[config.mk]
export PLATFORM = sky130hd
export DESIGN_NAME = zstack_exec_unit
export DESIGN_NICKNAME = d
export VERILOG_FILES = /design/src/rtl/zstack_pkg.sv /design/src/rtl/zstack_regfile.sv /design/src/rtl/zstack_guard.sv /design/src/rtl/zstack_ctrl.sv /design/src/rtl/zstack_exec_unit.sv
export SDC_FILE = /design/constraint.sdc
export NUM_CORES = 1
export LEC_CHECK = 0
export BUFFER_PORTS_ARGS = -buffer_cell sky130_fd_sc_hd__buf_2
export CAP_MARGIN = 0
export CORE_MARGIN = 2
export CORE_UTILIZATION = 50
export CTS_CLUSTER_SIZE = 24
export DETAILED_ROUTE_END_ITERATION = 8
export GPL_TIMING_DRIVEN = 0
export PLACE_DENSITY = 0.78
export SYNTH_ARGS = -nofsm -noshare
export SYNTH_HDL_FRONTEND = slang
export SYNTH_SLANG_ARGS = --single-unit
[constraint.sdc]
create_clock -name clk -period 4 [get_ports clk]
set_input_delay 0.4 -clock clk [delete_from_list [all_inputs] [get_ports clk]]
set_output_delay 0.4 -clock clk [all_outputs]
set_load 0.02 [all_outputs]
[src/rtl/zstack_pkg.sv]
package zstack_pkg;

    typedef enum logic [1:0] {
        OP_NOP  = 2'b00,
        OP_PUSH = 2'b01,
        OP_POP  = 2'b10,
        OP_ADD  = 2'b11
    } zs_op_e;

    typedef enum logic {
        ST_READY = 1'b0,
        ST_FILL  = 1'b1
    } zs_state_e;

endpackage

[src/rtl/zstack_regfile.sv]
module zstack_regfile #(
    parameter int W     = 16,
    parameter int DEPTH = 8,
    localparam int IW   = $clog2(DEPTH)
) (
    input  logic          clk,
    input  logic          rst_n,
    input  logic          wr_en,
    input  logic [IW-1:0] wr_idx,
    input  logic [W-1:0]  wr_data,
    input  logic [IW-1:0] rd_idx_a,
    input  logic [IW-1:0] rd_idx_b,
    output logic [W-1:0]  rd_data_a,
    output logic [W-1:0]  rd_data_b
);

    logic [W-1:0] entries [DEPTH];

    for (genvar g = 0; g < DEPTH; g++) begin : g_entry
        always_ff @(posedge clk) begin
            if (!rst_n) begin
                entries[g] <= '0;
            end else if (wr_en && (wr_idx == IW'(g))) begin
                entries[g] <= wr_data;
            end
        end
    end

    assign rd_data_a = entries[rd_idx_a];
    assign rd_data_b = entries[rd_idx_b];

endmodule

[src/rtl/zstack_guard.sv]
module zstack_guard #(
    parameter int DEPTH = 8,
    localparam int PW   = $clog2(DEPTH + 1)
) (
    input  logic [1:0]    op,
    input  logic [PW-1:0] depth,
    output logic          fault
);
    import zstack_pkg::*;

    always_comb begin
        unique case (zs_op_e'(op))
            OP_PUSH: fault = (depth == PW'(DEPTH));
            OP_POP:  fault = (depth == '0);
            OP_ADD:  fault = (depth < PW'(2));
            default: fault = 1'b0;
        endcase
    end

endmodule

[src/rtl/zstack_ctrl.sv]
module zstack_ctrl #(
    parameter int W     = 16,
    parameter int AW    = 8,
    parameter int DEPTH = 8,
    localparam int PW   = $clog2(DEPTH + 1),
    localparam int IW   = $clog2(DEPTH)
) (
    input  logic          clk,
    input  logic          rst_n,
    input  logic          instr_valid,
    input  logic [1:0]    instr_op,
    input  logic [AW-1:0] instr_addr,
    input  logic          fault,
    input  logic [W-1:0]  top_data,
    input  logic [W-1:0]  next_data,
    input  logic [W-1:0]  mem_rdata,
    output logic          instr_ready,
    output logic          mem_en,
    output logic          mem_we,
    output logic [AW-1:0] mem_addr,
    output logic [W-1:0]  mem_wdata,
    output logic          rf_we,
    output logic [IW-1:0] rf_idx,
    output logic [W-1:0]  rf_data,
    output logic [IW-1:0] top_idx,
    output logic [IW-1:0] next_idx,
    output logic [PW-1:0] depth,
    output logic          err_flag
);
    import zstack_pkg::*;

    zs_state_e     state_q, state_d;
    logic [PW-1:0] depth_d;
    logic          err_d;
    logic [PW-1:0] depth_m1, depth_m2;
    logic          accept;

    assign depth_m1 = depth - PW'(1);
    assign depth_m2 = depth - PW'(2);
    assign top_idx  = depth_m1[IW-1:0];
    assign next_idx = depth_m2[IW-1:0];
    assign accept   = instr_valid && (state_q == ST_READY);

    // state register
    always_ff @(posedge clk) begin
        if (!rst_n) begin
            state_q  <= ST_READY;
            depth    <= '0;
            err_flag <= 1'b0;
        end else begin
            state_q  <= state_d;
            depth    <= depth_d;
            err_flag <= err_d;
        end
    end

    // next state
    always_comb begin
        state_d = state_q;
        depth_d = depth;
        err_d   = err_flag;
        unique case (state_q)
            ST_READY: begin
                if (accept) begin
                    if (fault) begin
                        err_d = 1'b1;
                    end else begin
                        unique case (zs_op_e'(instr_op))
                            OP_PUSH: begin
                                depth_d = depth + PW'(1);
                                state_d = ST_FILL;
                            end
                            OP_POP:  depth_d = depth_m1;
                            OP_ADD:  depth_d = depth_m1;
                            default: ;
                        endcase
                    end
                end
            end
            ST_FILL: state_d = ST_READY;
            default: state_d = ST_READY;
        endcase
    end

    // outputs
    always_comb begin
        instr_ready = 1'b0;
        mem_en      = 1'b0;
        mem_we      = 1'b0;
        mem_addr    = instr_addr;
        mem_wdata   = top_data;
        rf_we       = 1'b0;
        rf_idx      = top_idx;
        rf_data     = mem_rdata;
        unique case (state_q)
            ST_READY: begin
                instr_ready = 1'b1;
                if (accept && !fault) begin
                    unique case (zs_op_e'(instr_op))
                        OP_PUSH: mem_en = 1'b1;
                        OP_POP: begin
                            mem_en = 1'b1;
                            mem_we = 1'b1;
                        end
                        OP_ADD: begin
                            rf_we   = 1'b1;
                            rf_idx  = next_idx;
                            rf_data = top_data + next_data;
                        end
                        default: ;
                    endcase
                end
            end
            ST_FILL: begin
                rf_we = 1'b1;
            end
            default: ;
        endcase
    end

endmodule

[src/rtl/zstack_exec_unit.sv]
module zstack_exec_unit #(
    parameter int W     = 16,
    parameter int AW    = 8,
    parameter int DEPTH = 8,
    localparam int PW   = $clog2(DEPTH + 1),
    localparam int IW   = $clog2(DEPTH)
) (
    input  logic          clk,
    input  logic          rst_n,
    input  logic          instr_valid,
    output logic          instr_ready,
    input  logic [1:0]    instr_op,
    input  logic [AW-1:0] instr_addr,
    output logic          mem_en,
    output logic          mem_we,
    output logic [AW-1:0] mem_addr,
    output logic [W-1:0]  mem_wdata,
    input  logic [W-1:0]  mem_rdata,
    output logic [W-1:0]  tos_out,
    output logic [PW-1:0] depth_out,
    output logic          err_flag
);

    logic          fault;
    logic          rf_we;
    logic [IW-1:0] rf_idx, top_idx, next_idx;
    logic [W-1:0]  rf_data, top_data, next_data;
    logic [PW-1:0] depth;

    zstack_guard #(.DEPTH(DEPTH)) u_guard (
        .op    (instr_op),
        .depth (depth),
        .fault (fault)
    );

    zstack_ctrl #(.W(W), .AW(AW), .DEPTH(DEPTH)) u_ctrl (
        .clk         (clk),
        .rst_n       (rst_n),
        .instr_valid (instr_valid),
        .instr_op    (instr_op),
        .instr_addr  (instr_addr),
        .fault       (fault),
        .top_data    (top_data),
        .next_data   (next_data),
        .mem_rdata   (mem_rdata),
        .instr_ready (instr_ready),
        .mem_en      (mem_en),
        .mem_we      (mem_we),
        .mem_addr    (mem_addr),
        .mem_wdata   (mem_wdata),
        .rf_we       (rf_we),
        .rf_idx      (rf_idx),
        .rf_data     (rf_data),
        .top_idx     (top_idx),
        .next_idx    (next_idx),
        .depth       (depth),
        .err_flag    (err_flag)
    );

    zstack_regfile #(.W(W), .DEPTH(DEPTH)) u_rf (
        .clk       (clk),
        .rst_n     (rst_n),
        .wr_en     (rf_we),
        .wr_idx    (rf_idx),
        .wr_data   (rf_data),
        .rd_idx_a  (top_idx),
        .rd_idx_b  (next_idx),
        .rd_data_a (top_data),
        .rd_data_b (next_data)
    );

    assign depth_out = depth;
    assign tos_out   = (depth == '0) ? '0 : top_data;

endmodule

======== Yosys cells after proc, flatten, opt, wreduce, memory -nomap -nowiden ========
Memories as Yosys holds them, arrays and structs flattened.
Index checks and enable logic that the tools add are counted.
Widths: inputs -> output; s select.
storage, ports and cells
  RAM bits ................................ 128
  bits of input ports ..................... 29
  bits in registers ....................... 6
  memories ................................ 1
memories
  name          depth  width  read ports  clocked after Yosys merged registers in  wr ports  RTL line              source
  u_rf.entries  8      16     2           0                                        8         zstack_regfile.sv:17  logic [W-1:0] entries [DEPTH];
operators by class
  bitwise operators ....................... 10
  reduce and logical (&&, ||, !) cells .... 18
  add/subtract/negate cells ............... 4
  mux-type cells .......................... 56
  equal/unequal tests ..................... 11
  order comparisons ....................... 1
operator list
  kind                 count
  $mux 16              12
  $mux 1               37
  $add 16x16->16       1
  $eq 3x3->1 const B   4
  $logic_and 1x1->1    10
  $mux 3               3
  $or 1x1->1           8
  $pmux 4 s2           1
  $eq 3x2->1 const B   2
  $add 4x1->4 const B  1
  $eq 2x2->1 const B   2
  $eq 4x4->1 const B   1
  $logic_not 4->1      1
  $lt 4x2->1 const B   1
  $pmux 1 s2           2
  $reduce_and 4->1     1
  $reduce_or 2->1      2
  $sub 4x1->4 const B  1
  $eq 3x1->1 const B   1
  $logic_not 3->1      1
  $pmux 1 s3           1
  $reduce_and 3->1     1
  $sub 3x2->3 const B  1
  $eq 2x1->1 const B   1
  other kinds (3)      4

======== Longest topological paths before layout ========
Gate-level depths: netlist of the first run.
  depth after elaboration ................. 12
  gate-level depth with buffers ........... 19
  mapped depth without buffers ............ 14

======== Hierarchy ========
Synthesis of the first run repeated with hierarchy kept, for this count alone.
second synthesis, totals
  cell total of the unflattened synthesis .. 673
  area, all modules ....................... 8700.8 sq um
modules (own cells, without submodules)
  module            cells each  times used  seq. area each (sq um)  area an instance (sq um)
  zstack_regfile    431         1           3843.7                  6880.3
  zstack_ctrl       213         1           120.1                   1534.0
  zstack_exec_unit  24          1           0.0                     251.5
  zstack_guard      5           1           0.0                     35.0

======== Worst setup path after synthesis of the first run ========
Ideal clock, no wire load.
  kind .................................... reg-to-reg
  start ................................... register u_ctrl.depth[1]
  end ..................................... memory u_rf.entries[0][11], data pin
  setup time .............................. 271 ps
  arrival time ............................ 4312 ps
  required time ........................... 3729 ps
  path slack .............................. -583 ps
  cell stages (with the launch flop) ...... 17
  period minus slack after synthesis ...... 4583 ps
  cell sequence ........................... dfxtp_1 buf_2 buf_1 inv_1 ha_1 buf_6 clkbuf_1 mux4_2 mux2i_1 inv_1 ha_1 a211oi_1 o21bai_1 o21a_1 o2111a_1 a211oi_2 nor2_1
RTL lines
  item                    RTL line              source
  start, declared         zstack_ctrl.sv:27     output logic [PW-1:0] depth,
  start signal, assigned  zstack_ctrl.sv:52     depth <= depth_d;
  end, declared           zstack_regfile.sv:17

==> results.md, run 1 <==
- Internal power: 0.00363 W
- Setup WS pre-CTS: -1.33 ns
- Peak supply drop: 0.325 mV
- F_max: 249 MHz
- CP Launch Type: flop
- CTS Root Cell: clkbuf_16
- Register area share after synthesis: 45.4%
- Routed vias: 7907
- DIE HEIGHT: 136 um
- Share of layout cells above drive strength 1: 36.1%
- GRT Total Usage: 31.4%
- CTS Hold Buffers Added: 0
- # H-tree levels: 4
- Yosys reg bits: 134
- Area grow syn2layout: 24.4%
- Final worst slack: -0.0114 ns
- CTS sink cnt: 134
- Gr ovfl total: 0
- Sum Neg Setup Slack: -0.0114 ns
- Maximum clock insertion buffer count: 2
- Width of the die: 136 um
- CP Max Fanout: 10
- Avg WL per Cell: 27.0 um
- Pwr Total: 0.00585 W
- Port Buffers: 68
- Crit Path Class: flop to flop
- Slowest stage delay, CP: 0.41 ns
- Initial DRC count: 1374
- Main area contributors after synthesis: edfxtp_1 44%, mux4_2 16%, nor2_1 5.2%
- Hold Path Class: input pin to flop
- Max-Cap Viols: 0
- Top cell type's share of synthesized area: 44.0%
- Share of total power in combinational logic: 44.3%
- GP Congestion: 0.954
- Predominant post-synthesis flop cell: edfxtp_1
- Nets: 950
- Failing checks: negative setup slack
- EDFF count, synth: 128
- Async S/R FF share, synth: 0%
- Worst Max-Slew Pin Slew: 1.39 ns
- Non-Filler Instances: 1134
- Status: finished with violations
- HPWL Detailed: 19200 um
- Drt pass-1 iters: 9
- Lkg Pwr: 4.15 nW
- Final Hold Viols: 0
- Pwr/cell area: 538 nW/um2
- Flop pwr share: 28.4%
- Io pins: 77
- FP Rows: 48
- CTS buffer count: 17
- Worst EP required: 4.27 ns
- Pin count of the biggest net entering global routing: 17
- # diodes: 0
- Sw Pwr: 0.00221 W
- Slowest CP cell: ha_1
- Initial antenna violation count: 0
- Crit. End Element: flop
- Mapped Cells: 763
- Final setup violating endpoints: 1
- Clock Skew: 0.00876 ns
- Placeable Area: 17200 um2
- CTS tree: done
- Post-synthesis net count: 817
- Yosys warns: 0
- Worst hold slack: 0.357 ns
- Mapped Area: 8740 um2
- Most used cell, CP: nand2_1
- Switching Fraction: 37.9%
- Clock slew at reported path FFs: 0.06 ns
- Cells after DPL: 1067
- Vias/cell: 6.97
- Library cells used by synthesis: 62
- Syn_area_per_cell: 11.4 um2
- Period utilisation layout: 100%
- Slew headroom: 7.47%
- Clk pwr share: 27.4%
- Fin crit period: 4.01 ns
- Die ar.: 18500 um2
- Initial Utilization: 50.9%
- Largest area contributor in the netlist: edfxtp_1
- Max-slew violation count: 0
- Number of global-route vias before repair: 7185
- Post-route ant nets: 0
- Global-route wire length before repair: 41800 um
- Critical Path AT: 4.28 ns
- Number of remaining DRC errors: 0
- Clk Latency, worst-skew pair: 0.44 ns
- Crit-path cells: buf_12, clkinvlp_4, ha_4, buf_12, buf_4, buf_6, buf_4, mux4_2, nand2_1, nand2_1, ha_1, nand2_1, nor2_1, nor4b_2, a22oi_1, or3_1, buf_2, a31oi_2
- Total Routed Length: 30600 um
==> layout by cell type, fill, tap and decap left out, types with 16 or more instances in the layout <==
cell and instances:
a21oi_1 31, buf_2 82, buf_4 52, clkbuf_16 19, edfxtp_1 128, ha_1 16, mux2_2 16, mux4_2 63
nand2_1 61, nor2_1 122, nor3_1 32, o21ai_0 21, or4_1 19
==> per-stage QoR <==
stage                     area, um2  util [%]
final                         10900      63.3
after CTS                     10400      60.6
after global routing          10900      63.3
after floorplan                8800         -
after detailed placement       9580      55.7
after global placement         9420      54.9
==> repair_timing <==
action                                  in CTS  in global routing
cloned                                       0                  1
buffers inserted                             5                 33
resized for setup                           54                 50
pin swaps                                    3                 15
endpoints found under the setup margin     140                 88
==> layer usage <==
metal	global-route usage, %	vias up	share of wire [%]
met5	0	-	0
met1	41.2	3758	34
met3	7.27	175	14
met4	17.8	0	6.5
li1	-	3209	-
met2	48.4	765	45
==> state kept, by name (all words and copies together), names as in the netlist <==
| name | cells |
|---|---|
| u_rf.entries | 128 |
| u_ctrl.depth | 4 |
| u_ctrl.err_flag | 1 |
| u_ctrl.state_q | 1 |
==> worst paths after layout <==
check	start	endpoint	slack, ns	depth (start not counted)
setup / recovery	u_ctrl.depth[1]$_SDFFE_PN0P_	u_rf.entries[7][15]$_SDFFCE_PN0P_	-0.01	18
hold reg to reg	u_ctrl.err_flag$_SDFFE_PN0P_	u_ctrl.err_flag$_SDFFE_PN0P_	0.48	2
setup reg to reg	u_ctrl.depth[1]$_SDFFE_PN0P_	u_rf.entries[7][15]$_SDFFCE_PN0P_	-0.01	18
hold / removal	instr_valid	u_ctrl.err_flag$_SDFFE_PN0P_	0.36	5
==> synth_stat cells, types with 3 or more instances <==
| master | count |
|---|---|
| and3_1 | 4 |
| buf_1 | 11 |
| mux2i_1 | 11 |
| o21a_1 | 4 |
| nor2_1 | 122 |
| nor4_1 | 4 |
| nor3_1 | 32 |
| nand3_1 | 15 |
| nand3b_1 | 4 |
| o311ai_0 | 6 |
| nand4_1 | 3 |
| mux4_2 | 63 |
| nor2b_1 | 4 |
| xnor2_1 | 7 |
| a32oi_1 | 4 |
| ha_1 | 24 |
| xor2_1 | 4 |
| o21ai_0 | 23 |
| buf_2 | 19 |
| dfxtp_1 | 6 |
| a21o_1 | 6 |
| o211ai_1 | 10 |
| inv_1 | 11 |
| clkbuf_1 | 24 |
| or4_1 | 19 |
| o21bai_1 | 10 |
| mux2_2 | 16 |
| edfxtp_1 | 128 |
| a21oi_1 | 38 |
| nand2b_1 | 7 |
| a31oi_1 | 13 |
| buf_4 | 11 |
| or3_1 | 5 |
| nand2_1 | 62 |
==> critical path, delay by kind of cell, from the launching register on <==
kind | cells | cell delay [ns]
buffers and inverters | 7 | 1.05
flip-flops | 1 | 0.38
AND/OR/NAND/NOR | 6 | 1.03
multiplexers | 1 | 0.27
AO/OA/AOI/OAI | 2 | 0.41
adder cells (fa/ha/maj) | 2 | 0.70
==> area by class of cell <==
| type | count | area, um2 |
|---|---|---|
| Buffer | 64 | 492 |
| Clock buffer | 18 | 429 |
| Clock inverter | 14 | 159 |
| Fill cell | 1260 | 6300 |
| Inverter | 11 | 48.8 |
| Multi-Input combinational cell | 550 | 4720 |
| Sequential cell | 134 | 3970 |
| Tap cell | 225 | 282 |
| Timing Repair Buffer | 118 | 772 |
==> power by group through the flow <==
| stage | Clock (W) | Combinational (W) | Sequential (W) |
|---|---|---|---|
| 2_1_floorplan | 0 | 0.00143 | 0.00167 |
| 3_3_place_gp | 0 | 0.00198 | 0.00168 |
| 3_5_place_dp | 0 | 0.00203 | 0.00168 |
| 4_1_cts | 0.00157 | 0.00218 | 0.00165 |
| 5_1_grt | 0.00163 | 0.00270 | 0.00167 |
| 6_report | 0.00160 | 0.00259 | 0.00166 |
==> cell families (layout without fill, tap and decap cells) <==
kind of cell             after synthesis  count (layout)  synth area share (%)
buffers and inverters                 79             225                  4.33
XOR/XNOR                              11              11                  1.10
flip-flops                           134             134                  45.4
adder cells (fa/ha/maj)               25              25                  3.67
AND/OR/NAND/NOR                      291             291                  15.6
multiplexers                          91              91                  19.9
AO/OA/AOI/OAI                        132             132                  10.1
Note: power is estimated with default switching activity, not from simulation.
==> run 2, diff against run 1 <==
- TNS_END_PERCENT: unset -> 20
==> run 2 against run 1 <==
  * The flow now finishes without violations
  * Clock power hardly changed
  * Sequential power hardly changed
  * Combinational power hardly changed
  * Critical path type unchanged
  * Largest cell class unchanged
  * Largest power group unchanged
==> results.md, run 2 (synthesis results as in run 1) <==
- Pwr Total: 0.00583 W
- Lkg Pwr: 4.12 nW
- Commonest non-fill, non-tap cells in the layout: 128 x edfxtp_1, 122 x nor2_1, 82 x buf_2, 63 x mux4_2, 61 x nand2_1
- HPWL Detailed: 19200 um
- CTS Hold Buffers Added: 0
- Unrepaired setup endpoints after global routing: yes
- Maximum clock insertion buffer count: 2
- Post-route ant nets: 0
- Max-Cap Viols: 0
- Gr ovfl total: 0
- Routed vias: 7833
- Pin count of the biggest net entering global routing: 17
- Nets: 946
- Share of layout cells above drive strength 1: 35.8%
- Biggest regs: u_rf.entries x128, u_ctrl.depth x4
- Die ar.: 18500 um2
- Worst Max-Slew Pin Slew: 1.37 ns
- Global-route wire length before repair: 41800 um
- CTS tree: done
- GP Congestion: 0.954
- Initial antenna violation count: 0
- Crit. End Element: flop
- GRT Total Usage: 31.4%
- Final Hold Viols: 0
- Placeable Area: 17200 um2
- Clock Skew: 0.0116 ns
- Slew headroom: 8.72%
- CP Launch Type: flop
- Crit Path Class: flop to flop
- Initial DRC count: 1321
- Top reg by flops: u_rf.entries
- F_max: 250 MHz
- Vias/cell: 6.93
- Critical Path AT: 4.14 ns
- Number of remaining DRC errors: 0
- Avg WL per Cell: 26.8 um
- Sum Neg Setup Slack: 0 ns
- Io pins: 77
- CTS Root Cell: clkbuf_16
- Final setup violating endpoints: 0
- CTS buffer count: 17
- Number of global-route vias before repair: 7185
- Commonest non-fill, non-tap cell in the layout: edfxtp_1
- Drt pass-1 iters: 6
- Clock slew at reported path FFs: 0.06 ns
- Width of the die: 136 um
- Max FFs per register: 128
- # diodes: 0
- Port Buffers: 68
- Period utilisation layout: 100%
- DIE HEIGHT: 136 um
- Area grow syn2layout: 24.2%
- # H-tree levels: 4
- Fin crit period: 4.00 ns
- Total Routed Length: 30300 um
- Pwr/cell area: 538 nW/um2
- CP Max Fanout: 10
- Peak supply drop: 0.331 mV
- Max-slew violation count: 0
- Worst EP required: 4.14 ns
- Status: complete, no violations
- FP Rows: 48
- Hold Path Class: input pin to flop
- CTS sink cnt: 134
- Initial Utilization: 50.9%
- Clk Latency, worst-skew pair: 0.44 ns
run 2: metrics by stage:
step	util [%]	instance area, um2	hold slack, ns	instances	setup WS, ns
floorplan	-	8800	0.555	763	-0.00653
global placement	54.9	9420	0.448	1056	-2.88
detailed placement	55.7	9580	0.473	1067	-1.33
CTS	60.6	10400	0.364	1101	0.00617
global route	63.2	10800	0.395	1130	-0.0731
finish	63.2	10800	0.351	1130	0.000891
run 2: final timing paths:
kind	start	endpoint	slack, ns	cells past startpoint
setup / recovery	u_ctrl.depth[1]$_SDFFE_PN0P_	u_rf.entries[1][10]$_SDFFCE_PN0P_	0.0009	18
hold / removal	instr_valid	u_ctrl.err_flag$_SDFFE_PN0P_	0.35	5
setup reg to reg	u_ctrl.depth[1]$_SDFFE_PN0P_	u_rf.entries[1][10]$_SDFFCE_PN0P_	0.0009	18
hold reg to reg	u_ctrl.err_flag$_SDFFE_PN0P_	u_ctrl.err_flag$_SDFFE_PN0P_	0.48	2
run 2: cell type report:
type	count	area, um2
clock inverter	14	159
tap	225	282
fill	1261	6330
sequential	134	3970
inverter	11	48.8
clock buffer	18	429
buffer	64	492
timing repair buffer	114	738
multi-input combinational	550	4730
run 2: timing repair:
action                     in CTS  in global routing
setup buffers                   5                 29
pin swaps                       3                 12
setup endpoints to repair     140                 88
cloned                          0                  1
resized for setup              54                 48
run 2: power by group:
part	leakage, nW	internal, W	switching, W
clock network	0.276	0.000971	0.000620
logic	2.47	0.00105	0.00153
registers	1.38	0.00161	0.0000493
total	4.12	0.00363	0.00220
run 2: routing by layer:
layer | part of all wire (%) | wire length (um) | global-route usage (%) | vias to the layer above
met4 | 6.7 | 2020 | 17.8 | 0
met3 | 13 | 3880 | 7.27 | 165
li1 | - | - | - | 3200
met1 | 35 | 10700 | 41.2 | 3723
met5 | 0 | 0 | 0 | -
met2 | 45 | 13700 | 48.4 | 745
run 2: worst max-delay path: stages (launching register included):
cell	delay, ns
dfxtp_4	0.38
buf_12	0.15
clkinvlp_4	0.17
ha_4	0.29
buf_12	0.14
clkbuf_16	0.16
mux4_2	0.22
nand2_1	0.09
nand2_2	0.14
ha_4	0.16
inv_1	0.05
fa_1	0.39
nor2b_2	0.19
o2111ai_2	0.21
a21o_4	0.29
a21oi_4	0.17
mux2i_2	0.21
buf_4	0.17
a21oi_1	0.10
==> run 3, diff against run 2 <==
- SETUP_SLACK_MARGIN: unset -> 0.5
==> run 3 against run 2 <==
  * Non-clock buffer count grew 26
  * Setup slack better by 0.15 ns
  * Largest cell class unchanged
  * Flip-flop and latch count is the same
  * The run now ends with design-rule violations left
  * Die area stayed put
  * Sequential power is essentially flat
  * Register-to-register slack better by 0.15 ns
==> results.md, run 3 (synthesis results as in run 1) <==
- Crit-path cells: buf_8, buf_8, buf_4, clkbuf_4, mux4_2, mux2_2, ha_4, o211ai_1, o21bai_4, o211ai_1, and4_4, a211oi_4, nor2_1
- Gr ovfl total: 0
- Slowest CP cell: mux4_2
- Commonest non-fill, non-tap cells in the layout: 128 x edfxtp_1, 120 x nor2_1, 79 x buf_2, 63 x mux4_2, 62 x buf_4
- Share of layout cells above drive strength 1: 42.8%
- Worst EP required: 4.15 ns
- Hold Path Class: input pin to flop
- Pin count of the biggest net entering global routing: 17
- Biggest regs: u_rf.entries x128, u_ctrl.depth x4
- Peak supply drop: 0.338 mV
- Drt pass-1 iters: 9
- CP Launch Type: flop
- Period utilisation layout: 96.1%
- Slowest stage delay, CP: 0.37 ns
- Initial Utilization: 50.9%
- CTS buffer count: 17
- Avg WL per Cell: 28.5 um
- Clock Skew: 0.0106 ns
- Clk Latency, worst-skew pair: 0.44 ns
- Pwr/cell area: 562 nW/um2
- Fin crit period: 3.84 ns
- Critical path endpoint: u_rf.entries[0][9]$_SDFFCE_PN0P_
- Total Routed Length: 32900 um
- Io pins: 77
- R2R Setup Slk: 0.16 ns
- GRT Total Usage: 33.8%
- Clock slew at reported path FFs: 0.06 ns
- Slew headroom: 11.8%
- CTS Hold Buffers Added: 0
- Final setup violating endpoints: 0
- Critical Path AT: 3.99 ns
- Failing checks: design-rule violations
- Initial antenna violation count: 1
- Number of remaining DRC errors: 1
- Vias/cell: 7.10
- Placeable Area: 17200 um2
- GP Congestion: 0.934
- FP Rows: 48
- Routed vias: 8195
- Max-Cap Viols: 0
- Maximum clock insertion buffer count: 2
- Width of the die: 136 um
- CTS sink cnt: 134
- DIE HEIGHT: 136 um
- Reg2Reg Depth: 13
- CTS tree: done
- Top reg by flops: u_rf.entries
- Max FFs per register: 128
- Reg-to-Reg End: u_rf.entries[0][9]$_SDFFCE_PN0P_
- Sum Neg Setup Slack: 0 ns
- Lkg Pwr: 4.39 nW
- Crit. End Element: flop
- Max-slew violation count: 0
- Initial DRC count: 1429
- Critical path origin: u_ctrl.depth[1]$_SDFFE_PN0P_
- Worst Max-Slew Pin Slew: 1.32 ns
- Area after DPL: 9840 um2
- HPWL Detailed: 19500 um
- Status: finished with violations
- Final Cell Area: 11600 um2
- Number of global-route vias before repair: 7738
- CP Max Fanout: 10
- Global-route wire length before repair: 45100 um
- Port Buffers: 68
- R2r startpoint: u_ctrl.depth[1]$_SDFFE_PN0P_
- # H-tree levels: 4
- CTS Root Cell: clkbuf_16
- Unrepaired setup endpoints after global routing: yes
- Final Hold Viols: 0
- Die ar.: 18500 um2
- # diodes: 0
- Commonest non-fill, non-tap cell in the layout: edfxtp_1
- Area grow syn2layout: 32.5%
- Post-route ant nets: 0
- F_max: 260 MHz
- Crit Path Class: flop to flop
- Nets: 972
[run 3: worst min-delay path by stage]
stage               cells after the start                          from                               end
detailed placement                      2  u_ctrl.err_flag$_SDFFE_PN0P_      u_ctrl.err_flag$_SDFFE_PN0P_
CTS                                     3                  mem_rdata[9]  u_rf.entries[7][9]$_SDFFCE_PN0P_
floorplan                               2  u_ctrl.err_flag$_SDFFE_PN0P_      u_ctrl.err_flag$_SDFFE_PN0P_
global route                            5                   instr_valid      u_ctrl.err_flag$_SDFFE_PN0P_
global placement                        2  u_ctrl.err_flag$_SDFFE_PN0P_      u_ctrl.err_flag$_SDFFE_PN0P_
finish                                  5                   instr_valid      u_ctrl.err_flag$_SDFFE_PN0P_
[run 3: critical path: cells and delay by family, from the launching register on]
family | cells | cell delay [ns]
AO/OA/AOI/OAI | 4 | 1.02
buffers and inverters | 4 | 0.78
multiplexers | 2 | 0.69
AND/OR/NAND/NOR | 2 | 0.37
flip-flops | 1 | 0.35
adder cells (fa/ha/maj) | 1 | 0.33
[run 3: timing repair]
item,4_1_cts,5_1_grt
buffers inserted,42,12
gates resized for setup,107,28
setup endpoints to repair,146,145
pin swaps,23,15
cloned,3,0
[run 3: per-layer routing]
metal / track usage [%] / share of wire, % / vias up
met5: 0 / 0.021 / -
met4: 20.7 / 6.4 / 2
met3: 7.46 / 14 / 225
met2: 54.2 / 47 / 836
met1: 41.9 / 33 / 3899
li1: - / - / 3233
[run 3: area by class of cell]
type | count | area, um2
tap | 225 | 282
buffer | 68 | 639
clock inverter | 12 | 204
timing repair buffer | 136 | 937
inverter | 11 | 56.3
fill | 1138 | 5600
clock buffer | 18 | 429
sequential | 134 | 3980
multi-input combinational | 550 | 5060
[run 3: where the power goes]
| group | internal (W) | switching (W) |
|---|---|---|
| clock | 0.00110 | 0.000639 |
| sequential | 0.00161 | 0.0000492 |
| combinational | 0.00134 | 0.00177 |
[run 3: stage by stage]
step / hold WS (ns) / total power [W] / worst slack (ns) / utilization, % / cells
finish: 0.365 / 0.00651 / 0.156 / 67.4 / 1154
CTS: 0.368 / 0.00610 / 0.363 / 65.9 / 1142
global route: 0.385 / 0.00664 / 0.159 / 67.4 / 1154
floorplan: 0.555 / 0.00327 / 0.225 / - / 763
detailed placement: 0.468 / 0.00390 / -0.257 / 57.3 / 1067
global placement: 0.453 / 0.00385 / -2.24 / 56.4 / 1056
